**src/rtl/srx_pkg.sv**
```systemverilog
package srx_pkg;
    typedef enum logic [1:0] {
        ST_HUNT  = 2'd0,
        ST_START = 2'd1,
        ST_DATA  = 2'd2,
        ST_STOP  = 2'd3
    } srx_state_e;
endpackage

```
**src/rtl/srx_sync.sv**
```systemverilog
// Flop chain that brings the asynchronous line into the clock domain.
module srx_sync #(
    parameter int   STAGES    = 2,
    parameter logic RESET_VAL = 1'b1
) (
    input  logic clk,
    input  logic rst_n,
    input  logic d_i,
    output logic q_o
);
    logic [STAGES-1:0] chain;

    always_ff @(posedge clk or negedge rst_n) begin
        if (!rst_n) begin
            chain <= {STAGES{RESET_VAL}};
        end else begin
            chain <= {chain[STAGES-2:0], d_i};
        end
    end

    assign q_o = chain[STAGES-1];
endmodule

```
**src/rtl/srx_timer.sv**
```systemverilog
// Bit-timing strobe taken straight from a flop. While restart is held the
// counter is preloaded so that the first strobe reaches the state machine
// HALF_CLKS edges after restart drops, and later strobes come every BIT_CLKS.
module srx_timer #(
    parameter int BIT_CLKS  = 52,
    parameter int HALF_CLKS = 26
) (
    input  logic clk,
    input  logic rst_n,
    input  logic restart,
    output logic tick
);
    localparam int CW = (BIT_CLKS > 2) ? $clog2(BIT_CLKS) : 1;
    localparam logic [CW-1:0] FIRST_LOAD = CW'(HALF_CLKS - 2);
    localparam logic [CW-1:0] BIT_LOAD   = CW'(BIT_CLKS - 1);

    logic [CW-1:0] cnt;

    always_ff @(posedge clk or negedge rst_n) begin
        if (!rst_n) begin
            cnt  <= FIRST_LOAD;
            tick <= 1'b0;
        end else if (restart) begin
            cnt  <= FIRST_LOAD;
            tick <= 1'b0;
        end else if (cnt == '0) begin
            cnt  <= BIT_LOAD;
            tick <= 1'b1;
        end else begin
            cnt  <= cnt - 1'b1;
            tick <= 1'b0;
        end
    end
endmodule

```
**src/rtl/srx_frame.sv**
```systemverilog
// Frame state machine: start qualification, data shifting, stop check.
module srx_frame
    import srx_pkg::*;
#(
    parameter int DATA_W = 8
) (
    input  logic              clk,
    input  logic              rst_n,
    input  logic              rx_s,
    input  logic              tick,
    output logic              hunting,
    output logic              byte_ok,
    output logic [DATA_W-1:0] byte_data
);
    localparam int IW = (DATA_W > 1) ? $clog2(DATA_W) : 1;
    localparam logic [IW-1:0] LAST_IDX = IW'(DATA_W - 1);

    srx_state_e        state, nxt;
    logic [IW-1:0]     bit_idx;
    logic [DATA_W-1:0] shreg;

    // state register
    always_ff @(posedge clk or negedge rst_n) begin
        if (!rst_n) begin
            state <= ST_HUNT;
        end else begin
            state <= nxt;
        end
    end

    // transitions
    always_comb begin
        nxt = state;
        unique case (state)
            ST_HUNT:  if (!rx_s) nxt = ST_START;
            ST_START: if (tick)  nxt = rx_s ? ST_HUNT : ST_DATA;
            ST_DATA:  if (tick && bit_idx == LAST_IDX) nxt = ST_STOP;
            ST_STOP:  if (tick)  nxt = ST_HUNT;
            default:  nxt = ST_HUNT;
        endcase
    end

    // outputs: bit counter, shifter, accept pulse
    always_ff @(posedge clk or negedge rst_n) begin
        if (!rst_n) begin
            bit_idx <= '0;
            shreg   <= '0;
            byte_ok <= 1'b0;
        end else begin
            byte_ok <= 1'b0;
            unique case (state)
                ST_HUNT:  bit_idx <= '0;
                ST_START: bit_idx <= '0;
                ST_DATA: if (tick) begin
                    shreg   <= {rx_s, shreg[DATA_W-1:1]};
                    bit_idx <= bit_idx + 1'b1;
                end
                ST_STOP: if (tick) byte_ok <= rx_s;
                default: bit_idx <= '0;
            endcase
        end
    end

    assign hunting   = (state == ST_HUNT);
    assign byte_data = shreg;
endmodule

```
**src/rtl/srx_hold.sv**
```systemverilog
// Holding register: newest byte wins, read strobe clears the flag.
module srx_hold #(
    parameter int DATA_W = 8
) (
    input  logic              clk,
    input  logic              rst_n,
    input  logic              load,
    input  logic [DATA_W-1:0] load_data,
    input  logic              rd_i,
    output logic [DATA_W-1:0] data_o,
    output logic              valid_o
);
    always_ff @(posedge clk or negedge rst_n) begin
        if (!rst_n) begin
            data_o  <= '0;
            valid_o <= 1'b0;
        end else if (load) begin
            data_o  <= load_data;
            valid_o <= 1'b1;
        end else if (rd_i) begin
            valid_o <= 1'b0;
        end
    end
endmodule

```
**src/rtl/serial_rx_latest.sv**
```systemverilog
module serial_rx_latest #(
    parameter int CLK_HZ = 48_000_000,
    parameter int BAUD   = 921_600,
    parameter int DATA_W = 8
) (
    input  logic              clk,
    input  logic              rst_n,
    input  logic              rx_i,
    input  logic              rd_i,
    output logic [DATA_W-1:0] data_o,
    output logic              valid_o
);
    localparam int BIT_CLKS  = CLK_HZ / BAUD;
    localparam int HALF_CLKS = BIT_CLKS / 2;

    logic              rx_s;
    logic              hunting;
    logic              bit_tick;
    logic              byte_ok;
    logic [DATA_W-1:0] byte_data;

    srx_sync #(.STAGES(2), .RESET_VAL(1'b1)) u_sync (
        .clk(clk), .rst_n(rst_n), .d_i(rx_i), .q_o(rx_s)
    );

    srx_timer #(.BIT_CLKS(BIT_CLKS), .HALF_CLKS(HALF_CLKS)) u_timer (
        .clk(clk), .rst_n(rst_n), .restart(hunting), .tick(bit_tick)
    );

    srx_frame #(.DATA_W(DATA_W)) u_frame (
        .clk(clk), .rst_n(rst_n), .rx_s(rx_s), .tick(bit_tick),
        .hunting(hunting), .byte_ok(byte_ok), .byte_data(byte_data)
    );

    srx_hold #(.DATA_W(DATA_W)) u_hold (
        .clk(clk), .rst_n(rst_n), .load(byte_ok), .load_data(byte_data),
        .rd_i(rd_i), .data_o(data_o), .valid_o(valid_o)
    );
endmodule

```
**config.mk**
```make
export PLATFORM = sky130hd
export DESIGN_NAME = serial_rx_latest
export DESIGN_NICKNAME = d
export VERILOG_FILES = /design/src/rtl/srx_pkg.sv /design/src/rtl/srx_sync.sv /design/src/rtl/srx_timer.sv /design/src/rtl/srx_frame.sv /design/src/rtl/srx_hold.sv /design/src/rtl/serial_rx_latest.sv
export SDC_FILE = /design/constraint.sdc
export NUM_CORES = 1
export LEC_CHECK = 0
export BUFFER_PORTS_ARGS = -buffer_cell sky130_fd_sc_hd__buf_2
export CAP_MARGIN = 20
export CORE_MARGIN = 2
export CORE_UTILIZATION = 35
export CTS_CLUSTER_DIAMETER = 60
export DETAILED_ROUTE_END_ITERATION = 6
export GPL_TIMING_DRIVEN = 0
export PLACE_DENSITY = 0.58
export SETUP_SLACK_MARGIN = 0.15
export SYNTH_ARGS = -nofsm -noshare
export SYNTH_HDL_FRONTEND = slang
export SYNTH_SLANG_ARGS = --single-unit
```
**constraint.sdc**
```tcl
create_clock -name clk -period 1.38 [get_ports clk]
set_input_delay 0 -clock clk [delete_from_list [all_inputs] [get_ports clk]]
set_output_delay 0 -clock clk [all_outputs]
set_load 0.005 [all_outputs]
```
After elaboration in Yosys (flattened, before gate mapping)

Cells that the tools add are included.

Output and inout port bits: 9
Bits in registers: 32
Logic and storage cells: 45

$add $sub $neg: 2
Equal/unequal tests: 9
Multiplexer cells: 16
Reduce and logical (&&, ||, !) cells: 9

Operators with widths:

| operator                                               | number |
|---|---|
| 2-to-1 mux 6 bit                                       | 2 |
| 2-to-1 mux 2 bit                                       | 5 |
| inequality test 2 bit (second input constant)          | 4 |
| one-hot mux 2 bit (4 select lines)                     | 1 |
| logical NOT 6 bit                                      | 1 |
| 2-to-1 mux 1 bit                                       | 6 |
| one-hot mux 3 bit (2 select lines)                     | 1 |
| subtractor 6 x 1 -> 6 bit (second input constant)      | 1 |
| == test 2 bit (second input constant)                  | 2 |
| AND reduction 2 bit                                    | 2 |
| AND reduction 4 bit                                    | 1 |
| nonzero test 2 bit                                     | 2 |
| adder 3 x 1 -> 3 bit (second input constant)           | 1 |
| == test 3 bit (second input constant)                  | 1 |
| 2-to-1 mux 3 bit                                       | 1 |
| == test 2 x 1 -> 1 bit (second input constant)         | 1 |
| logical NOT 2 bit                                      | 1 |
| inequality test 2 x 1 -> 1 bit (second input constant) | 1 |
| OR reduction 2 bit                                     | 1 |
| logical AND 1 bit                                      | 1 |

Depth between registers and ports, before layout

Depth in word-level cells: 4
Mapped depth: 5
Mapped depth without buffers: 5

Modules after synthesis

From an unflattened synthesis, not the netlist that was laid out.

Cells, all modules: 91
Area total of the unflattened synthesis: 1347.5 µm²

By module, submodules not included:

| module    | instances | cells each | area an instance (µm²) |
|---|---|---|---|
| srx_frame | 1         | 41         | 590.6 |
| srx_hold  | 1         | 20         | 369.1 |
| srx_timer | 1         | 28         | 335.3 |
| srx_sync  | 1         | 2          | 52.6 |

Worst setup path before layout

No wires, ideal clock.

Path type: register -> register
Start point: register u_timer.cnt[2]
End point: register u_timer.cnt[5]
Setup time: 0.082 ns
Period minus slack after synthesis: 1.412 ns
Cell stages (with the launch flop): 4
Arrival: 1.330 ns
Path slack: -0.032 ns
Buffers on the path: 0
Cell sequence: dfrtp_1 or3_4 or4_1 a31oi_1

Longest elaborated chain between the ends: 3
Elaborated cells on any way between the ends: 4
Those cells by class: add/sub: 1; mux: 2; reduce/logical: 1

Ends and longest elaborated chain:

| item                                                                  | RTL line                         | source |
|---|---|---|
| start: declaration                                                    | srx_timer.sv:17                  | `logic [CW-1:0] cnt;` |
| start signal: assignment                                              | srx_timer.sv:30                  | `cnt <= cnt - 1'b1;` |
| subtractor 6 x 1 -> 6 bit / logical NOT 6 bit (equally long branches) | srx_timer.sv:30, srx_timer.sv:26 |  |
| 2-to-1 mux 6 bit (*)                                                  | srx_timer.sv:26                  | `end else if (cnt == '0) begin` |
| 2-to-1 mux 6 bit (*)                                                  | srx_timer.sv:23                  | `end else if (restart) begin` |

Mark *: on every way between the ends. The rest lies on a longest branch, timed or not.
A chain may end at the register's enable or synchronous reset.

Final worst setup path

Start point: register u_timer.cnt[1]
End point: register u_timer.cnt[5]

Same word-level chain as after synthesis.

==> results by group <==
Synth
  – Adder-Cell Fraction of Synth Area: 3.91%
  – Synth Area in XOR/XNOR: 2.73%
  – Post-synthesis mux area share: 14.9%
  – FF+latch count, synth: 32
  – Ranking of synthesized cells by area: dfrtp_1, mux2_2, dfstp_2, ha_1, xnor2_1
  – Net Count, Synth: 100
  – Simple-gate share of the synthesized area: 7.91%
  – Synthesized area: 1280 sq um
  – Sequential area share after synthesis: 62.9%
  – Syn. warnings: 0
  – Post-Syn Instances: 92
  – Synth top area share: 54.7%
  – Synth area leader: dfrtp_1
  – Count of cell types in the netlist: 26
  – Compound-gate portion of the synthesized area: 5.08%
  – Largest family of logic cells by synthesized area: multiplexers
  – Syn Area/Cell: 13.9 sq um

Drt
  – Vias per cell: 4.68
  – Vias post-DR: 787
  – # DRC: 0
  – Detailed Route Iter0 Violations: 17
  – Per-cell routed wire length: 12.6 microns
  – Number of routed nets with antenna violations: 0
  – WL final: 2120 microns
  – TritonRoute pass-1 iters: 4

Place
  – Port Buffers: 12
  – HPWL after DPL: 1330 microns
  – Dpl ws: -31.1 ps
  – GP Congestion: 0.659

Floorplan
  – Total I/O pin count: 13
  – Die Y-Extent: 64.5 microns
  – DIE AREA: 4160 sq um
  – Initial core utilization: 37.5%
  – Core footprint: 3420 sq um
  – Site Rows: 21
  – Die width: 64.5 microns

Cells and area
  – Fillers: 317
  – Layout Nets: 129
  – Register area: 807 sq um
  – Area of the multi-input gates: 513 sq um
  – Share of layout cells above drive strength 1: 48.4%
  – Fin util: 48.3%
  – Diode count: 0
  – Syn-to-layout area delta: 28.8%
  – Commonest non-fill, non-tap cell in the layout: dfrtp_1
  – Most frequent cells in the layout: dfrtp_1, buf_2, mux2_2, mux2_4

Setup path
  – Required time of the critical path: 1640 ps
  – Crit path max fanout: 3
  – Worst Path Arrival: 1640 ps
  – Crit path kind: reg -> reg
  – Critical path startpoint category: flop
  – Crit end category: flop

STA
  – Rel. slew slack: 53.6%
  – Unrepaired setup endpoints after global routing: yes
  – Worst-margin pin slew: 696 ps
  – Crit path time final: 1380 ps
  – Fin Hold WS: 238 ps
  – Final Max Tran Viols: 0
  – Fin crit share: 99.8%
  – Worst Slack Setup Final: 2.44 ps
  – Max Fclk: 0.726 GHz
  – Final setup vio count: 0
  – Clock skew: 10.4 ps
  – Hold Violations, Final: 0

Clocking
  – Buffer depth of the longest clock path: 2
  – # H-tree levels: 2
  – Num CTS Buffers: 5
  – Reg clk slew, reported paths: 100 ps
  – Root Buffer: clkbuf_4
  – CTS tree: done
  – Clk sinks: 32
  – Clock Latency Late Sink: 340 ps

Power
  – VDD IR max: 686 uV
  – Static Leak: 0.833 nW
  – Total design power: 2.51 mW
  – Power Density: 1520 nW/um^2

Global route
  – GRT Total Usage: 11.7%
  – Pin count of the biggest net entering global routing: 33
  – Vias in the first global route: 824
  – First-pass GRT wire length: 3620 microns
  – Initial antenna violation count: 0
  – Total gr overflow: 0

Run status
  – Status: completed

Worst hold path
  – Worst hold path class: in -> async

Job
  – Max Cap Viol: 0
==> final cells by class <==
cell class	count	area share (%)
Sequential cell	32	48.9
Multi-Input combinational cell	52	31.1
Timing Repair Buffer	22	9.10
Tap cell	46	3.49
Clock buffer	6	2.50
Clock inverter	2	2.12
Buffer	3	1.67
Inverter	5	1.14
==> per-layer routing <==
| metal | share of wire, % | wire [microns] | GRT usage (%) |
|---|---|---|---|
| met5 | 0 | 0 | 0 |
| met3 | 4.7 | 99 | 3.65 |
| met2 | 49 | 1040 | 19.3 |
| met1 | 44 | 932 | 13.0 |
| met4 | 2.1 | 44 | 7.98 |
==> critical path, cell delays in order (launching register included) <==
cell	delay, ps
dfrtp_1	380
or3_4	400
or4_1	400
a31oi_1	130
==> logic make-up after synthesis <==
logic type                 after synthesis
AOI/OAI and AO/OA                       10
xor gates and xnor gates                 4
adders and majority gates                4
buffers and inverters                    8
DFF                                     32
muxes                                   17
and+or+nand+nor                         17
==> registers in the layout, summed over array words and instances (netlist names), named ones only <==
| name | cells |
|---|---|
| u_timer.tick | 1 |
| u_frame.bit_idx | 3 |
| u_sync.chain | 2 |
| u_frame.byte_ok | 1 |
| u_frame.byte_data | 8 |
| u_timer.cnt | 6 |
| u_frame.state | 1 |
| u_hold.valid_o | 1 |
| u_hold.data_o | 8 |
==> worst paths after layout <==
check | startpoint | endpoint | slack, ps | cells after the start
max in group asynchronous | rst_n | u_timer.tick$_DFF_PN0_ | 650 | 2
min reg2reg | u_sync.chain[0]$_DFF_PN1_ | u_sync.chain[1]$_DFF_PN1_ | 360 | 0
min in group clk | rx_i | u_sync.chain[0]$_DFF_PN1_ | 310 | 2
min | rst_n | u_hold.data_o[0]$_DFFE_PN0P_ | 240 | 2
max | u_timer.cnt[1]$_DFF_PN0_ | u_timer.cnt[5]$_DFF_PN0_ | 2 | 3
max reg2reg | u_timer.cnt[1]$_DFF_PN0_ | u_timer.cnt[5]$_DFF_PN0_ | 2 | 3
==> report_power, final <==
part	internal, mW	switching, mW
sequential	1.09	0.118
combinational	0.335	0.275
clock	0.380	0.314
==> cells in the mapped netlist <==
master,instances
ha_1,4
xnor2_1,4
o21ai_0,2
and2_1,1
a21o_1,2
nor2_1,4
a31oi_1,1
and4_1,1
nor3b_1,1
buf_2,2
a211oi_1,1
mux2_2,17
nand3b_1,2
o31ai_1,1
nand2_1,2
or4_1,1
nand3_1,2
clkbuf_1,1
dfstp_2,4
a311oi_1,1
or3_4,1
nor4_1,1
inv_1,5
a21oi_1,2
dfrtp_1,28
nand2b_1,1
==> timing repair <==
action / 4_1_cts / 5_1_grt
gates resized for setup: 13 / 12
endpoints found under the setup margin: 19 / 16
setup buffers: 4 / 3
endpoints found under the hold margin: 30 / 0
hold buffers: 3 / 0
pin swaps: 2 / 2
==> stage by stage <==
step / TNS, ps / area [sq um] / instances
after floorplan: 0 / 1280 / 92
after global placement: -21.5 / 1400 / 150
after detailed placement: -31.1 / 1400 / 150
after CTS: -5.58 / 1590 / 165
after global routing: -37.0 / 1650 / 168
final: 0 / 1650 / 168
Note: power is estimated with default switching activity, not from simulation.
